`src/rtl/kbs_pkg.sv`:
```
package kbs_pkg;
  localparam int SL_W = 4;

  typedef struct packed {
    logic       ctrl;
    logic       shift;
    logic [2:0] row;
    logic [2:0] col;
  } key_code_t;

  typedef struct packed {
    logic       under;
    logic       over;
    logic [1:0] rsvd;
    logic [3:0] count;
  } status_t;

  function automatic logic [SL_W-1:0] row_onehot(input logic [1:0] idx);
    return SL_W'(1) << idx;
  endfunction
endpackage

```
`src/rtl/kbs_scan_timer.sv`:
```
module kbs_scan_timer
  import kbs_pkg::*;
#(
  parameter int ROWS     = 8,
  parameter int TICK_CYC = 1000,
  localparam int ROW_W   = $clog2(ROWS)
) (
  input  logic             clk,
  input  logic             rst_n,
  input  logic             restart_i,
  input  logic             decoded_i,
  output logic             tick_o,
  output logic [ROW_W-1:0] row_o,
  output logic [SL_W-1:0]  scan_o
);
  logic [ROW_W-1:0] row_q;
  logic [ROW_W-1:0] last_row;

  generate
    if (TICK_CYC > 1) begin : g_div
      localparam int DIV_W = $clog2(TICK_CYC);
      localparam logic [DIV_W-1:0] DIV_LAST = DIV_W'(TICK_CYC - 1);
      logic [DIV_W-1:0] div_q;
      always_ff @(posedge clk) begin
        if (!rst_n || restart_i) div_q <= '0;
        else if (div_q == DIV_LAST) div_q <= '0;
        else div_q <= div_q + 1'b1;
      end
      assign tick_o = (div_q == DIV_LAST);
    end else begin : g_nodiv
      assign tick_o = 1'b1;
    end
  endgenerate

  assign last_row = decoded_i ? ROW_W'(3) : ROW_W'(ROWS - 1);

  always_ff @(posedge clk) begin
    if (!rst_n || restart_i) row_q <= '0;
    else if (tick_o) row_q <= (row_q == last_row) ? '0 : row_q + 1'b1;
  end

  assign row_o  = row_q;
  assign scan_o = decoded_i ? row_onehot(row_q[1:0]) : SL_W'(row_q);
endmodule

```
`src/rtl/kbs_debounce.sv`:
```
module kbs_debounce #(
  parameter int ROWS   = 8,
  parameter int COLS   = 8,
  localparam int ROW_W = $clog2(ROWS),
  localparam int COL_W = $clog2(COLS)
) (
  input  logic             clk,
  input  logic             rst_n,
  input  logic             restart_i,
  input  logic             tick_i,
  input  logic [ROW_W-1:0] row_i,
  input  logic [COLS-1:0]  ret_i,
  input  logic             sensor_i,
  input  logic [ROW_W-1:0] rd_row_i,
  output logic             push_o,
  output logic [COL_W-1:0] push_col_o,
  output logic             change_o,
  output logic [COLS-1:0]  rd_status_o
);
  logic [COLS-1:0] prev_q [ROWS];
  logic [COLS-1:0] held_q [ROWS];
  logic [COLS-1:0] cur_prev, cur_held, fresh, pick_mask;

  assign cur_prev  = prev_q[row_i];
  assign cur_held  = held_q[row_i];
  // closed now, closed on the previous pass, and not yet reported
  assign fresh     = ret_i & cur_prev & ~cur_held;
  assign pick_mask = fresh & (~fresh + COLS'(1));

  always_comb begin
    push_col_o = '0;
    for (int c = COLS - 1; c >= 0; c--) begin
      if (fresh[c]) push_col_o = COL_W'(c);
    end
  end

  assign push_o      = tick_i && !sensor_i && (|fresh);
  assign change_o    = tick_i && sensor_i && (ret_i != cur_prev);
  assign rd_status_o = prev_q[rd_row_i];

  always_ff @(posedge clk) begin
    if (!rst_n || restart_i) begin
      for (int r = 0; r < ROWS; r++) begin
        prev_q[r] <= '0;
        held_q[r] <= '0;
      end
    end else if (tick_i) begin
      prev_q[row_i] <= ret_i;
      held_q[row_i] <= (cur_held & ret_i) | (sensor_i ? '0 : pick_mask);
    end
  end
endmodule

```
`src/rtl/kbs_fifo.sv`:
```
module kbs_fifo #(
  parameter int DEPTH  = 8,
  parameter int W      = 8,
  localparam int PTR_W = $clog2(DEPTH),
  localparam int CNT_W = $clog2(DEPTH + 1)
) (
  input  logic             clk,
  input  logic             rst_n,
  input  logic             flush_i,
  input  logic             push_i,
  input  logic [W-1:0]     wdata_i,
  input  logic             pop_i,
  output logic [W-1:0]     head_o,
  output logic [CNT_W-1:0] count_o,
  output logic             full_o,
  output logic             empty_o
);
  logic [W-1:0]     mem_q [DEPTH];
  logic [PTR_W-1:0] wptr_q, rptr_q;
  logic [CNT_W-1:0] cnt_q;
  logic             push_ok, pop_ok;

  assign full_o  = (cnt_q == CNT_W'(DEPTH));
  assign empty_o = (cnt_q == '0);
  assign push_ok = push_i && !full_o;
  assign pop_ok  = pop_i && !empty_o;

  function automatic logic [PTR_W-1:0] bump(input logic [PTR_W-1:0] p);
    return (p == PTR_W'(DEPTH - 1)) ? '0 : p + 1'b1;
  endfunction

  always_ff @(posedge clk) begin
    if (push_ok) mem_q[wptr_q] <= wdata_i;
  end

  always_ff @(posedge clk) begin
    if (!rst_n || flush_i) begin
      wptr_q <= '0;
      rptr_q <= '0;
      cnt_q  <= '0;
    end else begin
      if (push_ok) wptr_q <= bump(wptr_q);
      if (pop_ok)  rptr_q <= bump(rptr_q);
      cnt_q <= cnt_q + CNT_W'(push_ok) - CNT_W'(pop_ok);
    end
  end

  assign head_o  = mem_q[rptr_q];
  assign count_o = cnt_q;
endmodule

```
`src/rtl/kbd_scan_fifo.sv`:
```
module kbd_scan_fifo
  import kbs_pkg::*;
#(
  parameter int ROWS     = 8,
  parameter int COLS     = 8,
  parameter int DEPTH    = 8,
  parameter int TICK_CYC = 1000
) (
  input  logic            clk,
  input  logic            rst_n,
  output logic [3:0]      scan_o,
  input  logic [COLS-1:0] ret_i,
  input  logic            shift_i,
  input  logic            ctrl_i,
  input  logic            cs_i,
  input  logic            a0_i,
  input  logic            rd_i,
  input  logic            wr_i,
  input  logic [7:0]      wdata_i,
  output logic [7:0]      rdata_o,
  output logic            irq_o
);
  localparam int ROW_W = $clog2(ROWS);
  localparam int COL_W = $clog2(COLS);
  localparam int CNT_W = $clog2(DEPTH + 1);

  logic             cfg_wr, data_rd, stat_rd;
  logic             cfg_dec_q, cfg_sens_q;
  logic             tick, push, change;
  logic [ROW_W-1:0] row, srow_q;
  logic [COL_W-1:0] push_col;
  logic [COLS-1:0]  rd_status;
  logic [7:0]       head, last_q, rdata_q;
  logic [CNT_W-1:0] fifo_cnt, cnt_next;
  logic             fifo_full, fifo_empty, pop_ok, push_ok;
  logic             over_q, under_q, sens_q, sens_d, irq_q;
  key_code_t        code_w;
  status_t          st_w;

  assign cfg_wr  = cs_i && wr_i && a0_i;
  assign data_rd = cs_i && rd_i && !a0_i;
  assign stat_rd = cs_i && rd_i && a0_i;

  kbs_scan_timer #(.ROWS(ROWS), .TICK_CYC(TICK_CYC)) u_timer (
    .clk(clk), .rst_n(rst_n), .restart_i(cfg_wr), .decoded_i(cfg_dec_q),
    .tick_o(tick), .row_o(row), .scan_o(scan_o)
  );

  kbs_debounce #(.ROWS(ROWS), .COLS(COLS)) u_deb (
    .clk(clk), .rst_n(rst_n), .restart_i(cfg_wr), .tick_i(tick), .row_i(row),
    .ret_i(ret_i), .sensor_i(cfg_sens_q), .rd_row_i(srow_q),
    .push_o(push), .push_col_o(push_col), .change_o(change),
    .rd_status_o(rd_status)
  );

  assign code_w = '{ctrl: ctrl_i, shift: shift_i, row: 3'(row), col: 3'(push_col)};

  assign pop_ok  = data_rd && !cfg_sens_q && !fifo_empty;
  assign push_ok = push && !fifo_full;

  kbs_fifo #(.DEPTH(DEPTH), .W(8)) u_fifo (
    .clk(clk), .rst_n(rst_n), .flush_i(cfg_wr), .push_i(push), .wdata_i(code_w),
    .pop_i(pop_ok), .head_o(head), .count_o(fifo_cnt), .full_o(fifo_full),
    .empty_o(fifo_empty)
  );

  assign cnt_next = fifo_cnt + CNT_W'(push_ok) - CNT_W'(pop_ok);
  assign sens_d   = change ? 1'b1 : (data_rd ? 1'b0 : sens_q);
  assign st_w     = '{under: under_q, over: over_q, rsvd: 2'b00, count: 4'(fifo_cnt)};

  always_ff @(posedge clk) begin
    if (!rst_n) begin
      cfg_dec_q  <= 1'b0;
      cfg_sens_q <= 1'b0;
      srow_q     <= '0;
      over_q     <= 1'b0;
      under_q    <= 1'b0;
      sens_q     <= 1'b0;
      irq_q      <= 1'b0;
      rdata_q    <= '0;
      last_q     <= '0;
    end else if (cfg_wr) begin
      cfg_dec_q  <= wdata_i[0];
      cfg_sens_q <= wdata_i[1];
      srow_q     <= '0;
      over_q     <= 1'b0;
      under_q    <= 1'b0;
      sens_q     <= 1'b0;
      irq_q      <= 1'b0;
      last_q     <= '0;
    end else begin
      if (stat_rd) begin
        over_q  <= 1'b0;
        under_q <= 1'b0;
        rdata_q <= st_w;
      end
      if (push && fifo_full) over_q <= 1'b1;
      if (data_rd) begin
        if (cfg_sens_q) begin
          rdata_q <= 8'(rd_status);
          srow_q  <= (srow_q == ROW_W'(ROWS - 1)) ? '0 : srow_q + 1'b1;
        end else if (!fifo_empty) begin
          rdata_q <= head;
          last_q  <= head;
        end else begin
          rdata_q <= last_q;
          under_q <= 1'b1;
        end
      end
      sens_q <= sens_d;
      irq_q  <= cfg_sens_q ? sens_d : ((cnt_next != '0) && !data_rd);
    end
  end

  assign rdata_o = rdata_q;
  assign irq_o   = irq_q;
endmodule

```
`config.mk`:
```
export PLATFORM = sky130hd
export DESIGN_NAME = kbd_scan_fifo
export DESIGN_NICKNAME = d
export VERILOG_FILES = /design/src/rtl/kbs_pkg.sv /design/src/rtl/kbs_scan_timer.sv /design/src/rtl/kbs_debounce.sv /design/src/rtl/kbs_fifo.sv /design/src/rtl/kbd_scan_fifo.sv
export SDC_FILE = /design/constraint.sdc
export NUM_CORES = 1
export LEC_CHECK = 0
export BUFFER_PORTS_ARGS = -buffer_cell sky130_fd_sc_hd__buf_2
export CAP_MARGIN = 30
export CELL_PAD_IN_SITES_DETAIL_PLACEMENT = 0
export CELL_PAD_IN_SITES_GLOBAL_PLACEMENT = 1
export CORE_MARGIN = 2
export CORE_UTILIZATION = 25
export CTS_CLUSTER_DIAMETER = 120
export DETAILED_ROUTE_END_ITERATION = 6
export PLACE_DENSITY_LB_ADDON = 0.1
export SYNTH_ARGS = -nofsm -noshare
export SYNTH_HDL_FRONTEND = slang
export SYNTH_SLANG_ARGS = --single-unit
```
`constraint.sdc`:
```
create_clock -name clk -period 4.3 [get_ports clk]
set_input_delay 0.43 -clock clk [delete_from_list [all_inputs] [get_ports clk]]
set_output_delay 0.43 -clock clk [all_outputs]
set_load 0.01 [all_outputs]
```
==> metrics.cfg, run 1 <==
[status]
status=finished, final reports clean

[drt]
drt-initial-drc-count=402
avgViaCountPerCell=4.59
vias=7044
wire_per_inst_um=22.2
drt-total-wl_um=34100
dr.pass1.iters=5
drc=0
antenna_left=0

[run]
drv_cap=0

[finish]
seqCellArea_um2=6910
diodes=0
fin_util_pct=29.9
fillerInstances=4623
drive_gt1_share_pct=21.9
multiInputGateArea_um2=4240
final_common_cell=edfxtp_1
final_cell_mix=192 x edfxtp_1, 123 x nor2_1, 60 x nand2_1, 56 x dfxtp_1, 49 x buf_4
syn_to_final_growth_pct=18.4
fin_nets=965

[global_route]
first_global_vias=7330
grt_usage_pct=14.7
grtUsageMet2_pct=23.4
grt_max_degree=30
grt_overflow=0
top_usage_layer=met2
antenna_found_initial=3
met1_usage_pct=20.7
grt_pass1_wl_um=50700
grtUsageMet3_pct=2.54

[timing]
finalSetupTns_ns=0
maxSlewHeadroom_pct=40.0
fin_crit_ns=3.93
grt_setup_unrepaired=no
tightest_slew_ns=0.895
max_freq_mhz=254
setup_viol=0
fin_skew_ns=0.0197
finalMaxSlewViolations=0
post-route-period-util_pct=91.4
hold_viol=0

[setup_path]
cp-end-kind=register
cp_common_cell=ha_1
rrSetupSlack_ns=0.37
crit_required_ns=4.75
crit_fanout=11
slowest_stage=mux4_2
critPathKind=register to register
crit_path_cell_trace=mux4_2 > mux2_2 > ha_1 > inv_1 > a41oi_1 > nor4_4 > a31oi_1 > buf_4 > ha_1 > ha_1 > xor2_1 > xnor2_1 > and4_1 > a2111oi_0
critPathLaunchType=register
cp.arrival_ns=4.38
max_stage_delay_ns=0.56

[synth]
async_reset_ff_share_pct=0
yosysWarnings=0
yosysTopAreaCell=edfxtp_1
yosysSeqAreaShare_pct=60.6
synth_edf_count=192
synth_top_area_share_pct=50.5
ys_ff_latch=249
netlist_area_um2=11400
synth_area_leaders=edfxtp_1 51%, dfxtp_1 10%, mux4_2 9.5%, nor2_1 4.0%, mux2i_1 4.0%
synth_cell_types=58
syn_inst=849
syn_avg_cell_area_um2=13.4
syn_nets=897
synthFlopType=edfxtp_1

[pwr]
leakagePower_nw=4.68
p_per_area_nw_per_um2=398
ir_worst_vdd_mv=0.297
power_w=0.00538

[placed_design]
portBuffers=30
dp_hpwl_um=23200
routabilityCongestion=0.740

[clocking]
cts_tree=built
cts-root-buf=clkbuf_16
cts.path.max_buffers=3
cts_made_buffers=31
insertion_delay_ns=0.58
clock_sinks=249
cts.htree.levels=1
cts.clk_slew.worst_paths_ns=0.06
cts-hold-fix-buffers=0

[die]
ios=37
dieArea_um2=47300
die_h_um=218
start_util_pct=25.2
dieWidth_um=218
coreArea_um2=45200
num_rows=78

[worst_hold_path]
hold_class=primary input to register

[layout make-up]
cell class	instances	area share [%]
Timing Repair Buffer	86	4.87
Inverter	12	0.334
Sequential cell	249	51.2
Clock buffer	38	5.94
Multi-Input combinational cell	537	31.4
Clock inverter	14	0.704
Tap cell	600	5.56
[synthesized netlist by cell type (all sizes together) (2+ instances only)]
library cell  count
buf              14
and4b             3
inv              10
a41oi             6
a32oi             2
a21boi            3
edfxtp          192
mux4             48
nand3            10
o21ai            13
nor4              4
and4              4
a31oi             7
and2             15
clkbuf           37
nand4             3
mux2i            46
a211oi            2
nor2            123
nor4bb            2
nor3              9
clkinv            2
dfxtp            57
or3               4
xor2              9
nand2b            4
nor2b             5
ha               24
a221oi            7
a21oi            37
a22oi             7
mux2             19
nand2            61
and3             44
nor3b             2
xnor2             3
[stage by stage]
stage	setup WS (ns)	hold WS, ns	cell area, um^2	std cells
after floorplan	0.0271	0.430	11400	849
after global placement	0.308	0.444	12500	1481
after detailed placement	0.250	0.447	12600	1483
after CTS	0.220	0.0700	13500	1535
after global routing	0.0161	0.125	13500	1536
final	0.368	0.113	13500	1536
[sequential cells by signal, summed over array words and instances, names as in the netlist, named ones only]
| register | cells |
|---|---|
| u_fifo.mem_q | 64 |
| sens_q | 1 |
| u_deb.held_q | 64 |
| under_q | 1 |
| u_deb.prev_q | 64 |
| irq_o | 1 |
| over_q | 1 |
| cfg_sens_q | 1 |
| cfg_dec_q | 1 |
| last_q | 8 |
| u_fifo.wptr_q | 3 |
| rdata_o | 8 |
| u_timer.row_o | 3 |
| u_timer.g_div.div_q | 10 |
| u_fifo.rptr_q | 3 |
| srow_q | 3 |
| u_fifo.count_o | 4 |
[cell families after synthesis]
| group | count (synthesis) | share of synthesized area [%] |
|---|---|---|
| XOR/XNOR | 12 | 0.922 |
| buffers and inverters | 63 | 2.52 |
| adder cells (fa/ha/maj) | 24 | 2.63 |
| multiplexers | 113 | 15.4 |
| flip-flops | 249 | 60.6 |
| AND/OR/NAND/NOR | 297 | 12.5 |
| AO/OA/AOI/OAI | 91 | 5.53 |
[power breakdown]
part           switching [W]  internal [W]  leakage (nW)
clock                0.00102       0.00136         0.434
sequential         0.0000362       0.00268          2.31
combinational       0.000185      0.000105          1.94
[worst paths after layout]
kind,start,end,depth (start not counted)
max reg2reg,register,irq_o,14
max,register,irq_o,14
min reg2reg,over_q,over_q,2
min,wdata_i[1],cfg_sens_q,3
[what timing repair did]
item | 4_1_cts | 5_1_grt
buffers inserted | 0 | 0
gates resized for setup | 0 | 2
setup endpoints to repair | 0 | 1
[worst max-delay path, delay by kind of cell, from the launching register on]
| kind | cells | cell delay (ns) |
|---|---|---|
| muxes | 2 | 0.87 |
| DFF | 1 | 0.50 |
| AOI/OAI and AO/OA | 3 | 0.62 |
| and+or+nand+nor | 2 | 0.71 |
| xor gates and xnor gates | 2 | 0.30 |
| buffers and inverters | 2 | 0.24 |
| adders and majority gates | 3 | 0.56 |
[layer usage]
| metal | wire [um] | vias up | part of all wire [%] |
|---|---|---|---|
| met5 | 37 | - | 0.11 |
| met4 | 721 | 6 | 2.1 |
| met3 | 1190 | 48 | 3.5 |
| met2 | 15500 | 101 | 45 |
| met1 | 16700 | 3547 | 49 |
| li1 | - | 3342 | - |
Power figures use the tool's default switching activity.
==> run 2, diff against run 1 <==
CORE_MARGIN = 3   (was 2)
==> metrics.cfg, run 2 (synthesized netlist as in run 1, its figures left out) <==
[clocking]
insertion_delay_ns=0.58  ; about the same
cts_made_buffers=30  ; -3.2%
cts.clk_slew.worst_paths_ns=0.06  ; about the same
clock_sinks=249  ; unchanged
cts-hold-fix-buffers=0  ; unchanged
cts_tree=built
cts_setup_buffers=0  ; unchanged
cts-root-buf=clkbuf_16
cts.path.max_buffers=3  ; unchanged
cts.htree.levels=1  ; unchanged
cts_resized=0  ; unchanged

[worst_hold_path]
hold_class=primary input to register

[setup_path]
cp_common_cell=ha_1
critPathLaunchType=register
slowest_stage=nor4_2
cp.arrival_ns=4.57  ; +0.19 ns
crit_fanout=15  ; +4
cp-end-kind=register
max_stage_delay_ns=0.69  ; +0.13 ns
critPathKind=register to register
crit_required_ns=4.76  ; about the same
crit_path_cell_trace=mux4_2 > mux2_2 > ha_1 > inv_1 > a41oi_1 > nor4_2 > a31oi_1 > buf_4 > ha_1 > ha_1 > xor2_1 > xnor2_1 > and4_1 > a2111oi_0

[finish]
final_cell_mix=192 x edfxtp_1, 123 x nor2_1, 64 x buf_4, 60 x nand2_1, 56 x dfxtp_1
syn_to_final_growth_pct=19.1
final_common_cell=edfxtp_1
seqCellArea_um2=6910  ; unchanged
fillerInstances=4529  ; -2.0%
largestRegisters=u_deb.held_q x64, u_deb.prev_q x64, u_fifo.mem_q x64
instances_no_fill=1546  ; +0.65%
multiInputGateArea_um2=4230  ; -0.29%
fin_nets=976  ; +1.1%
fin_util_pct=30.4  ; +0.56 points
drive_gt1_share_pct=23.5  ; +1.6 points
finalInstanceArea_um2=13600  ; +0.57%

[die]
coreArea_um2=44600  ; -1.3%
num_rows=77  ; -1.3%
start_util_pct=25.6  ; +0.33 points
dieArea_um2=48200  ; +1.8%
ios=37  ; unchanged
die_h_um=220  ; +0.92%
dieWidth_um=220  ; +0.92%

[timing]
finalSetupTns_ns=0  ; unchanged
setup_viol=0  ; unchanged
fin_ws_ns=0.187  ; -0.181 ns
max_freq_mhz=243  ; -4.4%
grt_setup_unrepaired=no
post-route-period-util_pct=95.7  ; +4.2 points
fin_crit_ns=4.11  ; +0.181 ns
tightest_slew_ns=1.05  ; +0.159 ns
finalMaxSlewViolations=0  ; unchanged
fin_skew_ns=0.0293  ; +0.00960 ns
hold_viol=0  ; unchanged
maxSlewHeadroom_pct=29.6  ; -10 points

[placed_design]
dp_hpwl_um=23400  ; +0.97%
portBuffers=30  ; unchanged
place_inst=1488  ; +0.34%
routabilityCongestion=0.715  ; -3.4%
placed_cell_area_um2=12600  ; +0.50%
place_ws_ns=0.304  ; +0.0543 ns

[drt]
vias=7033  ; -0.16%
drt-total-wl_um=34700  ; +1.8%
antenna_left=0  ; unchanged
wire_per_inst_um=22.4  ; +1.1%
drc=0  ; unchanged
drt-initial-drc-count=396  ; -1.5%
avgViaCountPerCell=4.55  ; -0.80%
dr.pass1.iters=4  ; -1

[global_route]
grt_pass1_wl_um=51300  ; +1.3%
grt_usage_pct=14.6  ; -0.075 points
grt_max_degree=30  ; unchanged
antenna_found_initial=3  ; unchanged
grt_overflow=0  ; unchanged
first_global_vias=7296  ; -0.46%

[run]
drv_cap=0  ; unchanged

[status]
status=finished, final reports clean

[pwr]
ir_worst_vdd_mv=0.263  ; -12%
p_per_area_nw_per_um2=402  ; +1.0%
leakagePower_nw=4.75  ; +1.5%

run 2: layout make-up:
type                       instances  area share, %
clock buffer                      42           5.93
antenna                            2         0.0369
tap                              592           5.45
sequential                       249           50.9
timing repair buffer              98           5.18
multi-input combinational        537           31.1
inverter                          12          0.332
clock inverter                    14           1.03
run 2: metrics by stage:
step	hold WS [ns]	power, W
6_report	0.117	0.00547
5_1_grt	0.116	0.00568
4_1_cts	0.0843	0.00556
3_5_place_dp	0.450	0.00306
3_3_place_gp	0.446	0.00306
2_1_floorplan	0.430	0.00291
run 2: layer usage:
layer / share of wire (%) / track usage [%]
met1: 47 / 20.7
met2: 46 / 23.4
met3: 4.6 / 2.55
met4: 1.8 / 3.11
met5: 0.037 / 0
run 2: final timing paths:
path | from | end | slack, ns | cells past startpoint
worst min register to register | over_q | over_q | 0.45 | 2
worst max-delay path | register | irq_o | 0.19 | 14
worst min-delay path | wdata_i[1] | cfg_sens_q | 0.12 | 3
worst max register to register | register | irq_o | 0.19 | 14
run 2: where the power goes:
group	internal (W)	total [W]	switching, W
Sequential	0.00268	0.00271	0.0000360
Clock	0.00143	0.00246	0.00103
Combinational	0.000106	0.000294	0.000189
run 2: worst max-delay path, delay by kind of cell, from the launching register on:
kind                       cells  cell delay, ns
and+or+nand+nor                2            0.88
muxes                          2            0.87
AOI/OAI and AO/OA              3            0.58
DFF                            1            0.56
adders and majority gates      3            0.56
xor gates and xnor gates       2            0.29
buffers and inverters          2            0.24
